### src/rtl/rm_pkg.sv
package rm_pkg;

  typedef enum logic [1:0] {
    OP_ADD = 2'b00,
    OP_AND = 2'b01,
    OP_OR  = 2'b10,
    OP_MAX = 2'b11
  } rm_op_e;

  typedef enum logic [1:0] {
    ST_IDLE,
    ST_SEND,
    ST_WAIT,
    ST_RESP
  } rm_state_e;

  localparam logic [1:0] RESP_SLVERR = 2'b10;

endpackage

### src/rtl/rm_ingress.sv
module rm_ingress #(
  parameter int N_PORTS = 3,
  parameter int ADDR_W  = 16,
  parameter int DATA_W  = 16
) (
  input  logic               clk,
  input  logic               rst_n,
  input  logic               aw_valid_i,
  output logic               aw_ready_o,
  input  logic [ADDR_W-1:0]  aw_addr_i,
  input  logic               aw_red_i,
  input  logic [N_PORTS-1:0] aw_mask_i,
  input  logic [1:0]         aw_op_i,
  input  logic               w_valid_i,
  output logic               w_ready_o,
  input  logic [DATA_W-1:0]  w_data_i,
  input  logic               release_i,
  output logic               have_aw_o,
  output logic               have_w_o,
  output logic [ADDR_W-1:0]  addr_o,
  output logic               red_o,
  output logic [N_PORTS-1:0] mask_o,
  output logic [1:0]         op_o,
  output logic [DATA_W-1:0]  data_o
);

  logic               have_aw_q, have_w_q;
  logic [ADDR_W-1:0]  addr_q;
  logic               red_q;
  logic [N_PORTS-1:0] mask_q;
  logic [1:0]         op_q;
  logic [DATA_W-1:0]  data_q;

  assign aw_ready_o = !have_aw_q;
  assign w_ready_o  = !have_w_q;

  always_ff @(posedge clk or negedge rst_n) begin
    if (!rst_n) begin
      have_aw_q <= 1'b0;
      have_w_q  <= 1'b0;
      addr_q    <= '0;
      red_q     <= 1'b0;
      mask_q    <= '0;
      op_q      <= '0;
      data_q    <= '0;
    end else if (release_i) begin
      have_aw_q <= 1'b0;
      have_w_q  <= 1'b0;
    end else begin
      if (aw_valid_i && !have_aw_q) begin
        have_aw_q <= 1'b1;
        addr_q    <= aw_addr_i;
        red_q     <= aw_red_i;
        mask_q    <= aw_mask_i;
        op_q      <= aw_op_i;
      end
      if (w_valid_i && !have_w_q) begin
        have_w_q <= 1'b1;
        data_q   <= w_data_i;
      end
    end
  end

  assign have_aw_o = have_aw_q;
  assign have_w_o  = have_w_q;
  assign addr_o    = addr_q;
  assign red_o     = red_q;
  assign mask_o    = mask_q;
  assign op_o      = op_q;
  assign data_o    = data_q;


  aw_held_stable_chk: assert property (@(posedge clk) disable iff (!rst_n)
    (have_aw_q && !release_i) |=> (have_aw_q && $stable(addr_q) && $stable(mask_q) && $stable(op_q)));


  w_held_stable_chk: assert property (@(posedge clk) disable iff (!rst_n)
    (have_w_q && !release_i) |=> (have_w_q && $stable(data_q)));

endmodule

### src/rtl/rm_merge.sv
module rm_merge
  import rm_pkg::*;
#(
  parameter int N_PORTS = 3,
  parameter int ADDR_W  = 16,
  parameter int DATA_W  = 16
) (
  input  logic [N_PORTS-1:0]         have_aw_i,
  input  logic [N_PORTS-1:0]         have_w_i,
  input  logic [N_PORTS-1:0]         red_i,
  input  logic [N_PORTS*ADDR_W-1:0]  addr_i,
  input  logic [N_PORTS*N_PORTS-1:0] mask_i,
  input  logic [2*N_PORTS-1:0]       op_i,
  input  logic [N_PORTS*DATA_W-1:0]  data_i,
  output logic                       red_ready_o,
  output logic                       red_err_o,
  output logic [N_PORTS-1:0]         red_part_o,
  output logic [ADDR_W-1:0]          red_addr_o,
  output logic [DATA_W-1:0]          red_data_o,
  output logic                       uni_valid_o,
  output logic [N_PORTS-1:0]         uni_sel_o,
  output logic [ADDR_W-1:0]          uni_addr_o,
  output logic [DATA_W-1:0]          uni_data_o
);

  localparam int IDX_W = (N_PORTS > 1) ? $clog2(N_PORTS) : 1;

  function automatic logic [DATA_W-1:0] op_seed(rm_op_e op);
    return (op == OP_AND) ? {DATA_W{1'b1}} : {DATA_W{1'b0}};
  endfunction

  function automatic logic [DATA_W-1:0] op_apply(rm_op_e op, logic [DATA_W-1:0] a,
                                                 logic [DATA_W-1:0] b);
    case (op)
      OP_ADD:  return a + b;
      OP_AND:  return a & b;
      OP_OR:   return a | b;
      default: return (a > b) ? a : b;
    endcase
  endfunction

  logic [N_PORTS-1:0] full;
  logic               lead_found;
  logic [IDX_W-1:0]   lead;
  logic [N_PORTS-1:0] lead_mask;
  logic [ADDR_W-1:0]  lead_addr;
  rm_op_e             lead_op;
  logic [N_PORTS-1:0] part;
  logic               all_in, err;
  logic [DATA_W-1:0]  acc;
  logic [IDX_W-1:0]   uni_idx;
  logic               uni_found;

  always_comb begin
    full       = have_aw_i & have_w_i;
    lead_found = 1'b0;
    lead       = '0;
    for (int i = N_PORTS - 1; i >= 0; i--) begin
      if (have_aw_i[i] && red_i[i]) begin
        lead_found = 1'b1;
        lead       = IDX_W'(i);
      end
    end
    lead_mask  = mask_i[lead*N_PORTS +: N_PORTS];
    lead_addr  = addr_i[lead*ADDR_W +: ADDR_W];
    lead_op    = rm_op_e'(op_i[lead*2 +: 2]);
    part       = lead_mask;
    part[lead] = 1'b1;
    all_in     = lead_found;
    err        = !lead_mask[lead];
    acc        = op_seed(lead_op);
    for (int j = 0; j < N_PORTS; j++) begin
      if (part[j]) begin
        if (!(full[j] && red_i[j])) all_in = 1'b0;
        if (addr_i[j*ADDR_W +: ADDR_W] != lead_addr) err = 1'b1;
        if (mask_i[j*N_PORTS +: N_PORTS] != lead_mask) err = 1'b1;
        if (op_i[j*2 +: 2] != lead_op) err = 1'b1;
        acc = op_apply(lead_op, acc, data_i[j*DATA_W +: DATA_W]);
      end
    end
  end

  assign red_ready_o = all_in;
  assign red_err_o   = err;
  assign red_part_o  = part;
  assign red_addr_o  = lead_addr;
  assign red_data_o  = acc;

  always_comb begin
    uni_found = 1'b0;
    uni_idx   = '0;
    for (int i = N_PORTS - 1; i >= 0; i--) begin
      if (full[i] && !red_i[i]) begin
        uni_found = 1'b1;
        uni_idx   = IDX_W'(i);
      end
    end
    uni_sel_o = '0;
    if (uni_found) uni_sel_o[uni_idx] = 1'b1;
  end

  assign uni_valid_o = uni_found;
  assign uni_addr_o  = addr_i[uni_idx*ADDR_W +: ADDR_W];
  assign uni_data_o  = data_i[uni_idx*DATA_W +: DATA_W];

endmodule

### src/rtl/rm_fanout.sv
module rm_fanout #(
  parameter int N_PORTS = 3
) (
  input  logic                 clk,
  input  logic                 rst_n,
  input  logic                 load_i,
  input  logic [N_PORTS-1:0]   load_mask_i,
  input  logic [1:0]           load_resp_i,
  input  logic [N_PORTS-1:0]   b_ready_i,
  output logic [N_PORTS-1:0]   b_valid_o,
  output logic [2*N_PORTS-1:0] b_resp_o,
  output logic                 busy_o
);

  logic [N_PORTS-1:0] valid_q;

  for (genvar g = 0; g < N_PORTS; g++) begin : g_port
    logic [1:0] resp_q;

    always_ff @(posedge clk or negedge rst_n) begin
      if (!rst_n) begin
        valid_q[g] <= 1'b0;
        resp_q     <= '0;
      end else if (load_i && load_mask_i[g]) begin
        valid_q[g] <= 1'b1;
        resp_q     <= load_resp_i;
      end else if (valid_q[g] && b_ready_i[g]) begin
        valid_q[g] <= 1'b0;
      end
    end

    assign b_resp_o[2*g +: 2] = resp_q;


    b_hold_chk: assert property (@(posedge clk) disable iff (!rst_n)
      (b_valid_o[g] && !b_ready_i[g]) |=> (b_valid_o[g] && $stable(b_resp_o[2*g +: 2])));
  end

  assign b_valid_o = valid_q;
  assign busy_o    = |valid_q;


  load_idle_chk: assert property (@(posedge clk) disable iff (!rst_n)
    load_i |-> !busy_o);

endmodule

### src/rtl/wr_reduce_merge.sv
module wr_reduce_merge
  import rm_pkg::*;
#(
  parameter int N_PORTS = 3,
  parameter int ADDR_W  = 16,
  parameter int DATA_W  = 16
) (
  input  logic                       clk,
  input  logic                       rst_n,
  input  logic [N_PORTS-1:0]         up_aw_valid,
  output logic [N_PORTS-1:0]         up_aw_ready,
  input  logic [N_PORTS*ADDR_W-1:0]  up_aw_addr,
  input  logic [N_PORTS-1:0]         up_aw_red,
  input  logic [N_PORTS*N_PORTS-1:0] up_aw_mask,
  input  logic [2*N_PORTS-1:0]       up_aw_op,
  input  logic [N_PORTS-1:0]         up_w_valid,
  output logic [N_PORTS-1:0]         up_w_ready,
  input  logic [N_PORTS*DATA_W-1:0]  up_w_data,
  output logic [N_PORTS-1:0]         up_b_valid,
  input  logic [N_PORTS-1:0]         up_b_ready,
  output logic [2*N_PORTS-1:0]       up_b_resp,
  output logic                       dn_aw_valid,
  input  logic                       dn_aw_ready,
  output logic [ADDR_W-1:0]          dn_aw_addr,
  output logic                       dn_w_valid,
  input  logic                       dn_w_ready,
  output logic [DATA_W-1:0]          dn_w_data,
  input  logic                       dn_b_valid,
  output logic                       dn_b_ready,
  input  logic [1:0]                 dn_b_resp
);

  logic [N_PORTS-1:0]         have_aw, have_w, cap_red, rel;
  logic [N_PORTS*ADDR_W-1:0]  cap_addr;
  logic [N_PORTS*N_PORTS-1:0] cap_mask;
  logic [2*N_PORTS-1:0]       cap_op;
  logic [N_PORTS*DATA_W-1:0]  cap_data;

  assign rel = up_b_valid & up_b_ready;

  for (genvar g = 0; g < N_PORTS; g++) begin : g_in
    rm_ingress #(.N_PORTS(N_PORTS), .ADDR_W(ADDR_W), .DATA_W(DATA_W)) u_in (
      .clk        (clk),
      .rst_n      (rst_n),
      .aw_valid_i (up_aw_valid[g]),
      .aw_ready_o (up_aw_ready[g]),
      .aw_addr_i  (up_aw_addr[g*ADDR_W +: ADDR_W]),
      .aw_red_i   (up_aw_red[g]),
      .aw_mask_i  (up_aw_mask[g*N_PORTS +: N_PORTS]),
      .aw_op_i    (up_aw_op[2*g +: 2]),
      .w_valid_i  (up_w_valid[g]),
      .w_ready_o  (up_w_ready[g]),
      .w_data_i   (up_w_data[g*DATA_W +: DATA_W]),
      .release_i  (rel[g]),
      .have_aw_o  (have_aw[g]),
      .have_w_o   (have_w[g]),
      .addr_o     (cap_addr[g*ADDR_W +: ADDR_W]),
      .red_o      (cap_red[g]),
      .mask_o     (cap_mask[g*N_PORTS +: N_PORTS]),
      .op_o       (cap_op[2*g +: 2]),
      .data_o     (cap_data[g*DATA_W +: DATA_W])
    );
  end

  logic               red_ready, red_err, uni_valid;
  logic [N_PORTS-1:0] red_part, uni_sel;
  logic [ADDR_W-1:0]  red_addr, uni_addr;
  logic [DATA_W-1:0]  red_data, uni_data;

  rm_merge #(.N_PORTS(N_PORTS), .ADDR_W(ADDR_W), .DATA_W(DATA_W)) u_merge (
    .have_aw_i   (have_aw),
    .have_w_i    (have_w),
    .red_i       (cap_red),
    .addr_i      (cap_addr),
    .mask_i      (cap_mask),
    .op_i        (cap_op),
    .data_i      (cap_data),
    .red_ready_o (red_ready),
    .red_err_o   (red_err),
    .red_part_o  (red_part),
    .red_addr_o  (red_addr),
    .red_data_o  (red_data),
    .uni_valid_o (uni_valid),
    .uni_sel_o   (uni_sel),
    .uni_addr_o  (uni_addr),
    .uni_data_o  (uni_data)
  );

  rm_state_e          state_q;
  logic [N_PORTS-1:0] tgt_q;
  logic [ADDR_W-1:0]  out_addr_q;
  logic [DATA_W-1:0]  out_data_q;
  logic               aw_done_q, w_done_q;
  logic               aw_hs, w_hs;
  logic               fan_load, fan_busy;
  logic [N_PORTS-1:0] fan_mask;
  logic [1:0]         fan_resp;

  assign dn_aw_valid = (state_q == ST_SEND) && !aw_done_q;
  assign dn_w_valid  = (state_q == ST_SEND) && !w_done_q;
  assign dn_aw_addr  = out_addr_q;
  assign dn_w_data   = out_data_q;
  assign dn_b_ready  = (state_q == ST_WAIT);
  assign aw_hs       = dn_aw_valid && dn_aw_ready;
  assign w_hs        = dn_w_valid && dn_w_ready;

  always_comb begin
    fan_load = 1'b0;
    fan_mask = tgt_q;
    fan_resp = dn_b_resp;
    if (state_q == ST_IDLE && red_ready && red_err) begin
      fan_load = 1'b1;
      fan_mask = red_part;
      fan_resp = RESP_SLVERR;
    end else if (state_q == ST_WAIT && dn_b_valid) begin
      fan_load = 1'b1;
    end
  end

  always_ff @(posedge clk or negedge rst_n) begin
    if (!rst_n) begin
      state_q    <= ST_IDLE;
      tgt_q      <= '0;
      out_addr_q <= '0;
      out_data_q <= '0;
      aw_done_q  <= 1'b0;
      w_done_q   <= 1'b0;
    end else begin
      case (state_q)
        ST_IDLE: begin
          aw_done_q <= 1'b0;
          w_done_q  <= 1'b0;
          if (red_ready) begin
            tgt_q <= red_part;
            if (red_err) begin
              state_q <= ST_RESP;
            end else begin
              out_addr_q <= red_addr;
              out_data_q <= red_data;
              state_q    <= ST_SEND;
            end
          end else if (uni_valid) begin
            tgt_q      <= uni_sel;
            out_addr_q <= uni_addr;
            out_data_q <= uni_data;
            state_q    <= ST_SEND;
          end
        end
        ST_SEND: begin
          if (aw_hs) aw_done_q <= 1'b1;
          if (w_hs)  w_done_q  <= 1'b1;
          if ((aw_done_q || aw_hs) && (w_done_q || w_hs)) state_q <= ST_WAIT;
        end
        ST_WAIT: begin
          if (dn_b_valid) state_q <= ST_RESP;
        end
        default: begin
          if (!fan_busy) state_q <= ST_IDLE;
        end
      endcase
    end
  end

  rm_fanout #(.N_PORTS(N_PORTS)) u_fan (
    .clk         (clk),
    .rst_n       (rst_n),
    .load_i      (fan_load),
    .load_mask_i (fan_mask),
    .load_resp_i (fan_resp),
    .b_ready_i   (up_b_ready),
    .b_valid_o   (up_b_valid),
    .b_resp_o    (up_b_resp),
    .busy_o      (fan_busy)
  );


  dn_aw_hold_chk: assert property (@(posedge clk) disable iff (!rst_n)
    (dn_aw_valid && !dn_aw_ready) |=> (dn_aw_valid && $stable(dn_aw_addr)));


  dn_w_hold_chk: assert property (@(posedge clk) disable iff (!rst_n)
    (dn_w_valid && !dn_w_ready) |=> (dn_w_valid && $stable(dn_w_data)));


  send_fan_excl_chk: assert property (@(posedge clk) disable iff (!rst_n)
    (dn_aw_valid || dn_w_valid) |-> (up_b_valid == '0));


  b_after_req_chk: assert property (@(posedge clk) disable iff (!rst_n)
    dn_b_ready |-> (!dn_aw_valid && !dn_w_valid));

  for (genvar g = 0; g < N_PORTS; g++) begin : g_chk

    stall_until_b_chk: assert property (@(posedge clk) disable iff (!rst_n)
      up_b_valid[g] |-> (!up_aw_ready[g] && !up_w_ready[g]));
  end

endmodule

### config.mk
export PLATFORM = sky130hd
export DESIGN_NAME = wr_reduce_merge
export DESIGN_NICKNAME = d
export VERILOG_FILES = /design/src/rtl/rm_pkg.sv /design/src/rtl/rm_ingress.sv /design/src/rtl/rm_merge.sv /design/src/rtl/rm_fanout.sv /design/src/rtl/wr_reduce_merge.sv
export SDC_FILE = /design/constraint.sdc
export NUM_CORES = 1
export LEC_CHECK = 0
export CAP_MARGIN = 25
export CORE_MARGIN = 5
export CORE_UTILIZATION = 35
export CTS_BUF_LIST = sky130_fd_sc_hd__clkbuf_8 sky130_fd_sc_hd__clkbuf_16
export CTS_CLUSTER_DIAMETER = 80
export DETAILED_ROUTE_END_ITERATION = 10
export SLEW_MARGIN = 15
export SYNTH_ARGS = -nofsm -noshare
export SYNTH_HDL_FRONTEND = slang
export SYNTH_HIERARCHICAL = 1
export SYNTH_SLANG_ARGS = --single-unit
### constraint.sdc
create_clock -name clk -period 29.5 [get_ports clk]
set_input_delay 7.375 -clock clk [delete_from_list [all_inputs] [get_ports clk]]
set_output_delay 7.375 -clock clk [all_outputs]
set_load 0.01 [all_outputs]
==> metrics.txt, run 1 <==
status=finished clean; vias=14000; Ys Warns=6; sequential area share after synthesis=0.267; Simple-Gate Fraction of Synth Area=0.141; #FFs+latches synth=168; cell with the most instances after synthesis=mux2_2; clock tree buffer depth=2; 1st-pass router iterations=6; Final Setup Violations=0; Layout Nets=2163; vias in the first global route=14200; main combinational cell family by area after synthesis=compound AO/OA/AOI/OAI gates; Critical Path Start Type=flip-flop; Syn Inst Count=1730; CTS Sinks=168; xor-xnor portion of the synthesized cell area=0.0351; Slew Viols, Final=0; DRT antenna net count=0; CP max FO=60; Final Hold Fails=0; hold_ws=506 ps; Max Clk Rate=0.0938 GHz; Adder-Cell Fraction of Synth Area=0.129; I/O Pins=180; Final Cell Area=0.0186 mm²; slowest stage delay, CP=540 ps; die footprint=0.0493 mm²; final period utilization=0.361; Detail Placement HPWL=41.8 mm; ys flop type=dfrtp_1; Ant. Diodes=0; Compound-Gate Fraction of Synth Area=0.197; Cell Area, Synth=0.0157 mm²; leading cell types by total area after synthesis=dfrtp_1 (27%), mux2_2 (13%), ha_1 (12%); Crit path arrival time=11080 ps; vias per cell=5.63; WL/cell=22.1 µm; Post-synth EDFFs=0; RSZ-0062 raised after global routing=no; routability congestion estimate=0.943; clock root buffer=clkbuf_16; I/O Buffers=179; Net Count, Synth=2020; post-synthesis mux area share=0.167; WS Path Type=flip-flop to flip-flop; Total Neg Setup Slack=0 ps; Die H=222 µm; Slew HR=0.289; synth cell count leaders=mux2_2 (184), dfrtp_1 (168), ha_1 (157); Starting Density=0.355; initial drt markers=1003; Detailed Route WL=54.9 mm; number of H-tree levels=4; DRC errors left=0; initial antenna violation count=6; post_cts resized=0; Synth Area per Inst=9.10 µm²; post-layout min period=10660 ps; CTS Hold Bufs=0; placed cell areas=0.0180 mm²; Die Wd=222 µm; CTS tree=built; area growth from synthesis to layout=18.4%; Crit. End Element=flip-flop; Slowest cell on crit path=or4_1; Reg clk slew, reported paths=80 ps; clock buffer count from CTS=17; Distinct cells, synth=108; Worst Skew=12.6 ps; worst r2r path cells=37; cell row count=77; first-pass GRT wire length=84.9 mm; Crit. path cell count=37; Overflow after GRT=0; max cap viols=0; largest net degree at the start of global routing=65; # Post-CTS Setup Buffers=0; GRT Overall Usage=0.219; buffer and inverter count on the worst path=5; worst hold path type=flip-flop to flip-flop; Yosys top cell by area=dfrtp_1; Data required, critical path=29920 ps; core area=0.0443 mm²; slew at the pin closest to its max-slew limit=1060 ps; hold path depth=1; Top delay family on crit path=compound AO/OA/AOI/OAI gates; async set-reset flop share out of synthesis=1.00; later-pin clock latency in the skew report=490 ps; Yosys top cell area share=0.267; layout cell share with drive strength beyond 1=0.165
[metal layers]
metal | GRT usage | part of all wire | up-vias
met5 | 0 | 0.0013 | -
met1 | 0.279 | 0.43 | 6792
met3 | 0.0426 | 0.060 | 88
met4 | 0.0722 | 0.026 | 12
met2 | 0.374 | 0.49 | 483
li1 | - | - | 6575
[kinds of logic after synthesis]
kind of cell	after synthesis
DFF	168
buffers and inverters	224
AOI/OAI and AO/OA	441
xor gates and xnor gates	63
adders and majority gates	160
muxes	239
and+or+nand+nor	435
[layout by cell type, fill, tap and decap left out, types with 7 or more instances in the layout]
master	netlist	layout
mux2_2	184	184
clkdlybuf4s50_1	0	178
dfrtp_1	168	168
ha_1	157	157
nor2_1	142	140
inv_1	137	137
a21oi_1	130	130
nand2_1	84	84
o21ai_0	65	65
xnor2_1	57	57
mux2i_1	50	50
nor3_1	43	42
nand3_1	26	26
buf_4	13	25
a31oi_1	21	21
nand4_1	19	19
nor2b_1	17	17
nand2b_1	17	17
clkbuf_16	0	17
o221ai_1	17	17
o22ai_1	15	15
o211ai_1	15	15
o21ai_1	12	12
and2_1	11	11
nor4_1	11	11
a221oi_1	11	11
o21bai_1	9	9
or2_2	8	9
a21o_1	9	9
o31a_1	8	8
or3_1	9	8
a211oi_1	8	8
a221o_1	8	8
a32oi_1	8	8
o21a_1	7	7
o2111ai_1	7	7
[path summary, 6_finish.rpt]
| path | startpoint | to | slack [ps] |
|---|---|---|---|
| setup / recovery | g_in[1].u_in/have_aw_o | dn_w_data[15] | 18840 |
| hold / removal | u_fan/g_port[0].resp_q[0] | u_fan/g_port[0].resp_q[0] | 510 |
| setup reg to reg | g_in[1].u_in/have_aw_o | dn_w_data[15] | 18840 |
| hold reg to reg | u_fan/g_port[0].resp_q[0] | u_fan/g_port[0].resp_q[0] | 510 |
| max in group asynchronous | rst_n | dn_aw_addr[7] | 20740 |
| min in group asynchronous | rst_n | g_in[0].u_in/data_o[13] | 6830 |
[flip-flops by register name, indices dropped and copies added, names as in the netlist]
| name | flops |
|---|---|
| w_done_q | 1 |
| g_in.u_in/red_o | 3 |
| g_in.u_in/data_o | 48 |
| u_fan/b_valid_o | 3 |
| aw_done_q | 1 |
| dn_w_data | 16 |
| g_in.u_in/have_w_o | 3 |
| dn_aw_addr | 16 |
| g_in.u_in/mask_o | 9 |
| g_in.u_in/have_aw_o | 3 |
| u_fan/g_port.resp_q | 6 |
| state_q | 2 |
| g_in.u_in/addr_o | 48 |
| g_in.u_in/op_o | 6 |
| tgt_q | 3 |
[final cells by class]
class / count / area (µm²)
Inverter: 143 / 537
Sequential cell: 168 / 4200
Clock buffer: 18 / 439
Tap cell: 592 / 741
Fill cell: 4449 / 25700
Timing Repair Buffer: 205 / 2000
Clock inverter: 14 / 154
Multi-Input combinational cell: 1338 / 10600
[through the flow]
stage | std cells | setup WS (ps) | utilization
2_1_floorplan | 1730 | 20260 | -
3_3_place_gp | 2445 | 19420 | 0.407
3_5_place_dp | 2446 | 19130 | 0.407
4_1_cts | 2478 | 19090 | 0.420
5_1_grt | 2478 | 18140 | 0.420
6_report | 2478 | 18840 | 0.420
Power of run 1 is not shown: default switching activity piles up to over one toggle a cycle in this logic, so the estimate is an artifact.
==> run 2: changes to the inputs <==
clock period = 9.2 ns   (was 29.5 ns; I/O delays follow)
==> run 2 against run 1 <==
Maximum frequency grew 21%. Die area is the same. Clock-buffer cell count shrank 1. Critical path type unchanged. Non-clock buffer count grew 105.
==> metrics.txt, run 2 (same netlist as run 1, synthesis figures left out) <==
status=finished clean (unchanged); worst r2r path cells=37 (unchanged); I/O Pins=180 (unchanged); Slowest cell on crit path=dfrtp_2 (was or4_1); CTS Hold Bufs=0 (unchanged); Detail Placement HPWL=44.2 mm (was 41.8 mm); later-pin clock latency in the skew report=500 ps (was 490 ps); clock root buffer=clkbuf_16 (unchanged); Die Wd=222 µm (unchanged); slew at the pin closest to its max-slew limit=973 ps (was 1060 ps); HP Start=u_fan/g_port[2].resp_q[1] (was u_fan/g_port[0].resp_q[0]); post-layout min period=8780 ps (was 10660 ps); Critical Path Start Type=flip-flop (unchanged); Detailed Route WL=57.6 mm (was 54.9 mm); Hold EP=u_fan/g_port[2].resp_q[1] (was u_fan/g_port[0].resp_q[0]); clock tree buffer depth=2 (unchanged); worst reg2reg endpoint=dn_w_data[14] (was dn_w_data[15]); most common cell after layout, fill and taps aside=mux2_2 (unchanged); WS Path Type=flip-flop to flip-flop (unchanged); Crit. End Element=flip-flop (unchanged); Die H=222 µm (unchanged); CTS tree=built (unchanged); cell row count=77 (unchanged); clock buffer count from CTS=17 (unchanged); RSZ-0062 raised after global routing=yes (was no); Worst Skew=18.6 ps (was 12.6 ps); initial drt markers=1122 (was 1003); multi-input logic area=0.0107 mm² (was 0.0106 mm²); Slew Viols, Final=0 (unchanged); routability congestion estimate=0.994 (was 0.943); core area=0.0443 mm² (unchanged); Fillers=4368 (was 4449); initial antenna violation count=8 (was 6); slowest stage delay, CP=450 ps (was 540 ps); Overflow after GRT=0 (unchanged); largest net degree at the start of global routing=80 (was 65); Critical path origin=g_in[0].u_in/have_aw_o (was g_in[1].u_in/have_aw_o); layout cell share with drive strength beyond 1=0.223 (was 0.165); Final Hold Fails=0 (unchanged); die footprint=0.0493 mm² (unchanged); area growth from synthesis to layout=24.7% (was 18.4%); I/O Buffers=179 (unchanged); Slew HR=0.350 (was 0.289); most frequent cells in the layout=mux2_2 (184), clkdlybuf4s50_1 (178), dfrtp_1 (167) (was mux2_2 (184), clkdlybuf4s50_1 (178), dfrtp_1 (168)); Layout Nets=2268 (was 2163); Final Setup Violations=0 (unchanged); vias per cell=5.61 (was 5.63); vias=14500 (was 14000); DRC errors left=0 (unchanged); R2R setup slack=420 ps (was 18840 ps); RR Startpoint=g_in[0].u_in/have_aw_o (was g_in[1].u_in/have_aw_o); final period utilization=0.954 (was 0.361); Crit path arrival time=9150 ps (was 11080 ps); Data required, critical path=9570 ps (was 29920 ps); hold_ws=504 ps (was 506 ps); 1st-pass router iterations=7 (was 6); GRT Overall Usage=0.229 (was 0.219); Max Clk Rate=0.114 GHz (was 0.0938 GHz); WL/cell=22.3 µm (was 22.1 µm); number of H-tree levels=4 (unchanged); Starting Density=0.355 (unchanged); CP max FO=19 (was 60); vias in the first global route=14600 (was 14200); Reg clk slew, reported paths=70 ps (was 80 ps); DRT antenna net count=0 (unchanged); CTS Sinks=168 (unchanged); hold path depth=1 (unchanged); worst hold path type=flip-flop to flip-flop (unchanged); first-pass GRT wire length=88.3 mm (was 84.9 mm); register area=0.00421 mm² (was 0.00420 mm²); CP dominant cell by count=a31oi_1; max cap viols=0 (unchanged)
run 2: changes by cell type in the layout (fill, tap and decap cells not counted), sizes merged:
| cell | delta |
|---|---|
| clkbuf | +1 |
| bufinv | -1 |
| diode | +1 |
| buf | +103 |
| inv | -2 |
| clkinv | +4 |
run 2: repair_timing:
action | in CTS | in global routing
cloned | 0 | 2
setup buffers | 0 | 4
resized for setup | 3 | 36
endpoints found under the setup margin | 6 | 16
pin swaps | 0 | 11
run 2: layout make-up:
class / count / share of cell area
inverter: 143 / 0.0275
timing repair buffer: 310 / 0.146
clock buffer: 17 / 0.0217
tap: 592 / 0.0377
multi-input combinational: 1338 / 0.545
sequential: 168 / 0.214
antenna: 1 / 0.000127
clock inverter: 15 / 0.00797
run 2: stage by stage:
step / util / setup TNS (ps) / cell area [µm²] / worst slack [ps] / std cells
floorplan: - / 0 / 15700 / 71.4 / 1730
global placement: 0.424 / 0 / 18800 / 84.2 / 2543
detailed placement: 0.425 / -123 / 18800 / -74.8 / 2545
CTS: 0.438 / 0 / 19400 / 62.4 / 2577
global route: 0.443 / -185 / 19600 / -79.5 / 2583
finish: 0.443 / 0 / 19600 / 420 / 2584
run 2: worst max-delay path, delay by kind of cell (launching register included):
family / cells / cell delay, ps
adder cells (fa/ha/maj): 4 / 1260
flip-flops: 1 / 450
AO/OA/AOI/OAI: 15 / 2910
XOR/XNOR: 1 / 180
buffers and inverters: 4 / 660
AND/OR/NAND/NOR: 11 / 2700
multiplexers: 2 / 520
run 2: layer usage:
metal / vias up / global-route usage / wire [µm]
met5: - / 0 / 68
met4: 14 / 0.0831 / 1990
met3: 112 / 0.0523 / 3920
met2: 532 / 0.386 / 27700
met1: 7067 / 0.286 / 24000
li1: 6782 / - / -
run 2: how the worst max path moves through the flow:
stage | endpoint | slack, ps
finish | dn_w_data[14] | 420
global route | dn_w_data[14] | -80
detailed placement | dn_w_data[11] | -70
floorplan | dn_w_data[14] | 70
global placement | dn_w_data[11] | 80
CTS | dn_w_data[14] | 60
Power of run 2 is left out for the same reason.
